[config.mk]
export PLATFORM = sky130hd
export DESIGN_NAME = pmm_switchback_ctrl
export DESIGN_NICKNAME = d
export VERILOG_FILES = /design/src/rtl/pmm_pkg.sv /design/src/rtl/pmm_wake_qual.sv /design/src/rtl/pmm_status_pack.sv /design/src/rtl/pmm_mode_fsm.sv /design/src/rtl/pmm_switchback_ctrl.sv
export SDC_FILE = /design/constraint.sdc
export NUM_CORES = 1
export LEC_CHECK = 0
export BUFFER_PORTS_ARGS = -buffer_cell sky130_fd_sc_hd__buf_2
export CORE_AREA = 10 10 47 49
export CTS_CLUSTER_DIAMETER = 80
export DETAILED_ROUTE_END_ITERATION = 12
export DIE_AREA = 0 0 57 59
export GPL_TIMING_DRIVEN = 0
export PLACE_DENSITY = 0.69
export SETUP_SLACK_MARGIN = 0.5
export SLEW_MARGIN = 20
export SYNTH_ARGS = -nofsm -noshare
export SYNTH_HDL_FRONTEND = slang
export SYNTH_SLANG_ARGS = --single-unit
[constraint.sdc]
create_clock -name clk -period 1.98 [get_ports clk]
set_input_delay 0 -clock clk [delete_from_list [all_inputs] [get_ports clk]]
set_output_delay 0 -clock clk [all_outputs]
set_load 0.01 [all_outputs]
[src/rtl/pmm_pkg.sv]
package pmm_pkg;
    typedef enum logic [2:0] {
        ST_FULL  = 3'd0,
        ST_ARM64 = 3'd1,
        ST_ARM1K = 3'd2,
        ST_DIV64 = 3'd3,
        ST_DIV1K = 3'd4
    } pmm_state_e;

    localparam logic [1:0] DIV_FULL = 2'b00;
    localparam logic [1:0] DIV_64   = 2'b01;
    localparam logic [1:0] DIV_1K   = 2'b10;
endpackage

[src/rtl/pmm_wake_qual.sv]
module pmm_wake_qual #(
    parameter int N_IRQ = 6,
    parameter int N_SER = 2
) (
    input  logic             clk,
    input  logic             rst_n,
    input  logic [N_IRQ-1:0] irq_req,
    input  logic [N_IRQ-1:0] irq_hi,
    input  logic             svc_hi,
    input  logic             svc_lo,
    input  logic [N_SER-1:0] ser_start,
    output logic             wake
);
    logic [N_IRQ-1:0] takeable;

    generate
        for (genvar i = 0; i < N_IRQ; i++) begin : g_irq
            assign takeable[i] = irq_req[i] & ~svc_hi & (irq_hi[i] | ~svc_lo);
        end
    endgenerate

    assign wake = (|takeable) | (|ser_start);


    hi_mask_chk: assert property (@(posedge clk) disable iff (!rst_n)
        (svc_hi && ser_start == '0) |-> !wake)
        else $error("high level in service must mask all interrupt wakes");


    lo_mask_chk: assert property (@(posedge clk) disable iff (!rst_n)
        (svc_lo && ser_start == '0 && (irq_req & irq_hi) == '0) |-> !wake)
        else $error("low level in service must mask low-priority wakes");


    serial_wake_chk: assert property (@(posedge clk) disable iff (!rst_n)
        (ser_start != '0) |-> wake)
        else $error("serial start bit must always wake");
endmodule

[src/rtl/pmm_status_pack.sv]
module pmm_status_pack #(
    parameter int N_SER = 2,
    localparam int STAT_W = 2 + 2 * N_SER
) (
    input  logic              svc_hi,
    input  logic              svc_lo,
    input  logic [N_SER-1:0]  ser_rx_act,
    input  logic [N_SER-1:0]  ser_tx_act,
    output logic [STAT_W-1:0] status
);
    assign status[0] = svc_hi;
    assign status[1] = svc_lo;

    generate
        for (genvar p = 0; p < N_SER; p++) begin : g_port
            assign status[2 + 2*p] = ser_rx_act[p];
            assign status[3 + 2*p] = ser_tx_act[p];
        end
    endgenerate
endmodule

[src/rtl/pmm_mode_fsm.sv]
module pmm_mode_fsm
    import pmm_pkg::*;
(
    input  logic       clk,
    input  logic       rst_n,
    input  logic       cyc_tick,
    input  logic       mode_wr,
    input  logic [1:0] mode_wdata,
    input  logic       wake,
    output logic [1:0] div_sel,
    output logic [1:0] mode_q
);
    pmm_state_e state, state_nx;
    logic wr_full;

    assign wr_full = mode_wr && (mode_wdata == DIV_FULL);

    always_ff @(posedge clk) begin
        if (!rst_n) state <= ST_FULL;
        else        state <= state_nx;
    end

    always_comb begin
        state_nx = state;
        unique case (state)
            ST_FULL: begin
                if (mode_wr && mode_wdata == DIV_64)      state_nx = ST_ARM64;
                else if (mode_wr && mode_wdata == DIV_1K) state_nx = ST_ARM1K;
            end
            ST_ARM64: begin
                if (wake || wr_full) state_nx = ST_FULL;
                else if (cyc_tick)   state_nx = ST_DIV64;
            end
            ST_ARM1K: begin
                if (wake || wr_full) state_nx = ST_FULL;
                else if (cyc_tick)   state_nx = ST_DIV1K;
            end
            ST_DIV64, ST_DIV1K: begin
                if (wake || wr_full) state_nx = ST_FULL;
            end
            default: state_nx = ST_FULL;
        endcase
    end

    always_comb begin
        div_sel = DIV_FULL;
        mode_q  = DIV_FULL;
        unique case (state)
            ST_FULL:  begin div_sel = DIV_FULL; mode_q = DIV_FULL; end
            ST_ARM64: begin div_sel = DIV_FULL; mode_q = DIV_64;   end
            ST_ARM1K: begin div_sel = DIV_FULL; mode_q = DIV_1K;   end
            ST_DIV64: begin div_sel = DIV_64;   mode_q = DIV_64;   end
            ST_DIV1K: begin div_sel = DIV_1K;   mode_q = DIV_1K;   end
            default:  begin div_sel = DIV_FULL; mode_q = DIV_FULL; end
        endcase
    end


    wake_exit_chk: assert property (@(posedge clk) disable iff (!rst_n)
        (div_sel != DIV_FULL && wake) |=> (div_sel == DIV_FULL && mode_q == DIV_FULL))
        else $error("wake must restore full speed next clock");


    no_direct_move_chk: assert property (@(posedge clk) disable iff (!rst_n)
        (div_sel != DIV_FULL && mode_wr && mode_wdata != DIV_FULL && !wake) |=> $stable(div_sel))
        else $error("direct move between reduced ratios must be refused");


    tick_gate_chk: assert property (@(posedge clk) disable iff (!rst_n)
        (div_sel == DIV_FULL && !cyc_tick) |=> div_sel == DIV_FULL)
        else $error("divider may only slow down on a cycle boundary");


    legal_div_chk: assert property (@(posedge clk) disable iff (!rst_n)
        div_sel != 2'b11)
        else $error("illegal divider code");
endmodule

[src/rtl/pmm_switchback_ctrl.sv]
module pmm_switchback_ctrl #(
    parameter int   N_IRQ   = 6,
    parameter int   N_SER   = 2,
    parameter logic OSC_RST = 1'b1,
    localparam int  STAT_W  = 2 + 2 * N_SER
) (
    input  logic              clk,
    input  logic              rst_n,
    input  logic              cyc_tick,
    input  logic              mode_wr,
    input  logic [1:0]        mode_wdata,
    input  logic              osc_wr,
    input  logic              osc_wdata,
    input  logic [N_IRQ-1:0]  irq_req,
    input  logic [N_IRQ-1:0]  irq_hi,
    input  logic              svc_hi,
    input  logic              svc_lo,
    input  logic [N_SER-1:0]  ser_start,
    input  logic [N_SER-1:0]  ser_rx_act,
    input  logic [N_SER-1:0]  ser_tx_act,
    output logic [1:0]        div_sel,
    output logic [1:0]        mode_q,
    output logic              osc_sel,
    output logic [STAT_W-1:0] status
);
    logic wake;

    pmm_wake_qual #(.N_IRQ(N_IRQ), .N_SER(N_SER)) u_wake (
        .clk       (clk),
        .rst_n     (rst_n),
        .irq_req   (irq_req),
        .irq_hi    (irq_hi),
        .svc_hi    (svc_hi),
        .svc_lo    (svc_lo),
        .ser_start (ser_start),
        .wake      (wake)
    );

    pmm_mode_fsm u_fsm (
        .clk        (clk),
        .rst_n      (rst_n),
        .cyc_tick   (cyc_tick),
        .mode_wr    (mode_wr),
        .mode_wdata (mode_wdata),
        .wake       (wake),
        .div_sel    (div_sel),
        .mode_q     (mode_q)
    );

    pmm_status_pack #(.N_SER(N_SER)) u_stat (
        .svc_hi     (svc_hi),
        .svc_lo     (svc_lo),
        .ser_rx_act (ser_rx_act),
        .ser_tx_act (ser_tx_act),
        .status     (status)
    );

    always_ff @(posedge clk) begin
        if (!rst_n)      osc_sel <= OSC_RST;
        else if (osc_wr) osc_sel <= osc_wdata;
    end


    osc_hold_chk: assert property (@(posedge clk) disable iff (!rst_n)
        !osc_wr |=> $stable(osc_sel))
        else $error("source select changed without a write");
endmodule

==> reports/qor.txt, run 1 <==
Detailed-route DRC error count = 0
# IOs = 39
DRT iter0 DRCs = 9
PortBufs = 34
Vias = 544
Die ar. = 3360 sq um
Arr. time, crit path = 1.62 ns
Final setup viols = 0
Slew HR = 0.697
Min Tclk post-route = 1.47 ns
Post-DP Area = 597 sq um
CP required = 2.12 ns
Max VDD drop = 0.000306 V
Clk slew on worst S/H paths = 0.04 ns
Clock skew = 0.000431 ns
Synth cell types = 29
Clock Latency Late Sink = 0.24 ns
Setup crit start kind = flip-flop
Global-route congestion overflow total = 0
Avg WL per Cell = 14.7 um
YS warnings = 0
Share of layout cells above drive strength 1 = 0.591
CTS buffer count = 3
Antenna violations before repair = 0
DP Worst Slack = 0.281 ns
Core box area = 1400 sq um
Post-route cell area = 696 sq um
CTS tree = yes
Maximum number of pins on one net before global-route repair = 11
Mapped cell area = 407 sq um
Initial core utilization = 0.290
Antenna diode count = 0
Post-CTS Setup Inserts = 0
Total GRT Usage = 0.0825
HP Class = in2reg
Die height = 59 um
Nets = 123
Setup TNS = 0 ns
Routed Antenna Nets = 0
Via-per-instance ratio = 4.99
Net Count, Synth = 82
Most frequent cells in the layout = buf_2, buf_4, inv_1, nor3_1, dfxtp_1
Vias in the first global route = 561
Fin worst setup slack = 0.507 ns
H-tree depth = 1
Fmax = 679 MHz
Synthesis-to-finish area growth = 71.1%
Crit Path Category = reg2reg
DPL Wire Length = 1230 um
Util after Layout = 0.496
CP max FO = 6
Crit end category = flip-flop
GP Congestion = 0.865
Most common cell after layout, fill and taps aside = buf_2
Hold path depth = 4
Die span in x = 57 um
Power per cell area = 436 nW/um^2
Total wire length = 1600 um
Clk sinks = 4
Status = finished clean
Clock Tree Root = clkbuf_4
# rows = 14
Global-route wire length before repair = 2240 um
Mean post-synth cell area = 7.53 sq um
Fin. Hold Viols = 0
First-pass detailed-route iteration total = 4
RSZ-0062 raised after global routing = yes
Slew Limit Fails = 0
Max_cap viols = 0
P_leak = 0.330 nW
Tcrit/Tclk final = 0.744
R2R cell count = 5
Synth Register Bits = 4
Cells after synthesis = 54
Worst Tran Pin Value = 0.454 ns
Sequential element share of the synthesized area = 0.197
Clock Path Buffers = 2
## cell families (layout without fill, tap and decap cells)
family | count (synthesis) | count (layout) | synth area share
AOI/OAI and AO/OA | 17 | 17 | 0.326
xor gates and xnor gates | 1 | 1 | 0.0215
buffers and inverters | 11 | 50 | 0.157
DFF | 4 | 4 | 0.197
muxes | 1 | 1 | 0.0246
and+or+nand+nor | 20 | 20 | 0.274
## cell usage after synthesis, drive strengths merged
| cell | count | area share |
|---|---|---|
| a2111oi | 1 | 0.037 |
| a211oi | 3 | 0.055 |
| a21oi | 3 | 0.037 |
| a221oi | 1 | 0.022 |
| a22o | 1 | 0.022 |
| a22oi | 2 | 0.037 |
| a32o | 1 | 0.028 |
| a32oi | 1 | 0.022 |
| and2 | 1 | 0.015 |
| buf | 6 | 0.11 |
| clkbuf | 1 | 0.0092 |
| dfxtp | 4 | 0.20 |
| inv | 4 | 0.037 |
| mux2i | 1 | 0.025 |
| nand2 | 4 | 0.043 |
| nand2b | 3 | 0.046 |
| nand3b | 1 | 0.018 |
| nor2 | 2 | 0.018 |
| nor2b | 1 | 0.015 |
| nor3 | 4 | 0.049 |
| nor3b | 1 | 0.018 |
| nor4 | 1 | 0.015 |
| o21ai | 2 | 0.025 |
| o32ai | 2 | 0.043 |
| or2 | 1 | 0.015 |
| or4 | 1 | 0.018 |
| xor2 | 1 | 0.022 |
## per-layer routing
metal / track usage / vias up / share of wire
met5: 0 / - / 0
met4: 0.0537 / 0 / 0
met3: 0.0515 / 0 / 0.11
met2: 0.129 / 32 / 0.48
met1: 0.0806 / 234 / 0.41
li1: - / 278 / -
## area by class of cell
class / instances / area [sq um]
buffer: 7 / 50.0
clock buffer: 3 / 22.5
fill: 140 / 706
inverter: 4 / 15.0
multi-input combinational: 39 / 318
sequential: 4 / 80.1
tap: 16 / 20.0
timing repair buffer: 36 / 190
## sequential cells by signal, summed over array words and instances, names as in the netlist
name,cells
osc_sel,1
u_fsm.state,3
## report_power, final
group | internal [W] | switching [W]
Clock | 0.0000679 | 0.0000353
Sequential | 0.0000848 | 0.00000442
Combinational | 0.0000583 | 0.0000528
Total | 0.000211 | 0.0000926
## worst max-delay path: stages (launching register included)
cell and delay (ns):
dfxtp_1 0.37, inv_1 0.21, nor2_1 0.09, a211oi_2 0.40, o21ai_2 0.16, o32ai_2 0.15
## path summary, 6_finish.rpt
path / from / slack, ns / to
worst min-delay path: cyc_tick / 0.18 / u_fsm.state[2]$_SDFFE_PN0P_
worst max register to register: u_fsm.state[0]$_SDFFE_PN0P_ / 0.51 / u_fsm.state[1]$_SDFFE_PN0P_
worst min register to register: u_fsm.state[0]$_SDFFE_PN0P_ / 0.55 / u_fsm.state[2]$_SDFFE_PN0P_
worst max-delay path: u_fsm.state[0]$_SDFFE_PN0P_ / 0.51 / u_fsm.state[1]$_SDFFE_PN0P_
## what timing repair did
action / CTS / global route
endpoints found under the hold margin: 1 / 0
hold buffers: 2 / 0
endpoints found under the setup margin: 2 / 3
gates resized for setup: 1 / 9
pin swaps: 0 / 2
## per-stage QoR
stage	hold slack, ns	std cells	power [W]
after global routing	0.184	109	0.000323
final	0.178	109	0.000304
after CTS	0.139	109	0.000292
after detailed placement	0.190	104	0.000185
after global placement	0.190	104	0.000183
after floorplan	0.0619	54	0.000141
Power figures use the tool's default switching activity.
==> run 2, diff against run 1 <==
- CORE_AREA: 10 10 47 49 -> 10 10 48 50
- DIE_AREA: 0 0 57 59 -> 0 0 58 60
- clock period: 1.98 -> 1.3 ns (I/O delays scaled with it)
==> reports/qor.txt, run 2 (synthesized netlist as in run 1, its figures left out) <==
Status = finished, violations left
Failing checks = negative setup slack
# rows = 14 (unchanged)
Fmax = 739 MHz
Setup crit start kind = input port
Die span in x = 58 um (+1.8%)
Fin worst setup slack = -0.0532 ns (-0.560 ns)
Total GRT Usage = 0.0785 (-0.00396)
CTS buffer count = 3 (unchanged)
Core box area = 1440 sq um (+2.5%)
Antenna violations before repair = 0 (unchanged)
Nets = 123 (unchanged)
Final setup viols = 3 (+3)
CP max FO = 3 (-3)
Post-route cell area = 717 sq um (+3.1%)
Slew Limit Fails = 0 (unchanged)
Worst Tran Pin Value = 0.477 ns (+0.0229 ns)
Tcrit/Tclk final = 1.04
CP required = 1.43 ns (-0.69 ns)
Global-route congestion overflow total = 0 (unchanged)
Detailed-route DRC error count = 0 (unchanged)
Worst stage delay on the critical path = 0.53 ns (+0.13 ns)
Antenna diode count = 0 (unchanged)
Arr. time, crit path = 1.49 ns (-0.13 ns)
Total wire length = 1400 um (-12%)
RSZ-0062 raised after global routing = yes
Clock Path Buffers = 2 (unchanged)
Vias = 532 (-2.2%)
# IOs = 39 (unchanged)
CTS tree = yes
Reg2Reg Setup Slack = -0.01 ns (-0.52 ns)
Fin. Hold Viols = 0 (unchanged)
Synthesis-to-finish area growth = 76.3%
Initial core utilization = 0.283 (-0.00708)
Die height = 60 um (+1.7%)
Clock skew = 0.000575 ns (+0.000144 ns)
Max VDD drop = 0.000417 V (+36%)
CP Cell Sequence = buf_6 > or4_4 > a2111oi_4 > a32o_2 > nand2_4 > o32ai_2
Routed Antenna Nets = 0 (unchanged)
PortBufs = 34 (unchanged)
GP Congestion = 0.810 (-6.3%)
Clock Tree Root = clkbuf_4
Crit Path Category = in2reg
H-tree depth = 1 (unchanged)
Clk sinks = 4 (unchanged)
Share of layout cells above drive strength 1 = 0.645 (+0.0538)
Vias in the first global route = 548 (-2.3%)
Min Tclk post-route = 1.35 ns
Max_cap viols = 0 (unchanged)
Crit end category = flip-flop
DRT iter0 DRCs = 12 (+3)
Global-route wire length before repair = 2260 um (+0.94%)
Largest register FFs = 3 (unchanged)
Critical path's slowest cell = or4_4
Clk slew on worst S/H paths = 0.04 ns (about the same)
Clock Latency Late Sink = 0.23 ns (about the same)
Slew HR = 0.682 (-0.0153)
Hold_ws = 0.0132 ns (-0.164 ns)
Leading registers by flop count = u_fsm.state x3, osc_sel x1
Via-per-instance ratio = 4.88 (-2.2%)
Maximum number of pins on one net before global-route repair = 11 (unchanged)
Most common cell after layout, fill and taps aside = buf_2
First-pass detailed-route iteration total = 4 (unchanged)
P_leak = 0.339 nW (+2.9%)
Fillers = 140 (unchanged)
Power per cell area = 635 nW/um^2 (+46%)
Die ar. = 3480 sq um (+3.5%)
Post-CTS Setup Inserts = 0 (unchanged)
Avg WL per Cell = 12.9 um (-12%)
Post-DP Area = 614 sq um (+2.9%)
DPL Wire Length = 1190 um (-3.3%)
HP Class = in2reg
Reg with most FFs = u_fsm.state
Most frequent cells in the layout = buf_2, buf_4, nor3_1
[run 2: cell count changes in the layout (fill, tap and decap cells not counted), sizes merged]
cell    before  now
buf         40   41
clkbuf       4    3
[run 2: metal layers]
metal	share of wire	routed length, um	vias to the layer above	track usage
li1	-	-	279	-
met3	0.16	226	0	0.0530
met1	0.46	645	217	0.0959
met4	0	0	0	0.0201
met2	0.38	533	36	0.109
met5	0	0	-	0
[run 2: worst paths after layout]
| check | start | end | depth (start not counted) |
|---|---|---|---|
| worst max register to register | u_fsm.state[1]$_SDFFE_PN0P_ | u_fsm.state[1]$_SDFFE_PN0P_ | 5 |
| worst max-delay path | irq_req[1] | u_fsm.state[1]$_SDFFE_PN0P_ | 6 |
| worst min-delay path | osc_wr | osc_sel$_SDFFE_PN1P_ | 3 |
| worst min register to register | osc_sel$_SDFFE_PN1P_ | osc_sel$_SDFFE_PN1P_ | 2 |
[run 2: layout make-up]
cell class	count	area (sq um)	share of cell area
Sequential cell	4	82.6	0.115
Timing Repair Buffer	36	196	0.274
Clock buffer	3	22.5	0.0314
Inverter	4	15.0	0.0209
Tap cell	16	20.0	0.0279
Multi-Input combinational cell	39	320	0.447
Buffer	7	60.1	0.0838
[run 2: per-stage QoR]
| stage | total power (W) | worst slack, ns | utilization | setup TNS (ns) | cells |
|---|---|---|---|---|---|
| 6_report | 0.000455 | -0.0532 | 0.499 | -0.129 | 109 |
| 5_1_grt | 0.000496 | -0.118 | 0.499 | -0.340 | 109 |
| 4_1_cts | 0.000463 | -0.0472 | 0.491 | -0.133 | 109 |
| 3_5_place_dp | 0.000286 | -0.320 | 0.428 | -0.913 | 104 |
| 3_3_place_gp | 0.000283 | -0.312 | 0.428 | -0.902 | 104 |
| 2_1_floorplan | 0.000218 | -0.107 | - | -0.308 | 54 |
[run 2: power by group]
group,internal (W),leakage [nW],switching [W]
logic,0.0000930,0.292,0.0000758
registers,0.000130,0.0335,0.00000945
clock network,0.000103,0.0138,0.0000442
[run 2: what timing repair did]
item                                    CTS  global route
hold buffers                              2             0
endpoints found under the setup margin    7             7
resized for setup                        11             5
cloned                                    0             0
hold endpoints to repair                  1             0
pin swaps                                 1             0
[run 2: critical path: cells and delay by family]
family,cells,cell delay (ns)
AOI/OAI and AO/OA,3,0.77
and+or+nand+nor,2,0.60
buffers and inverters,1,0.09
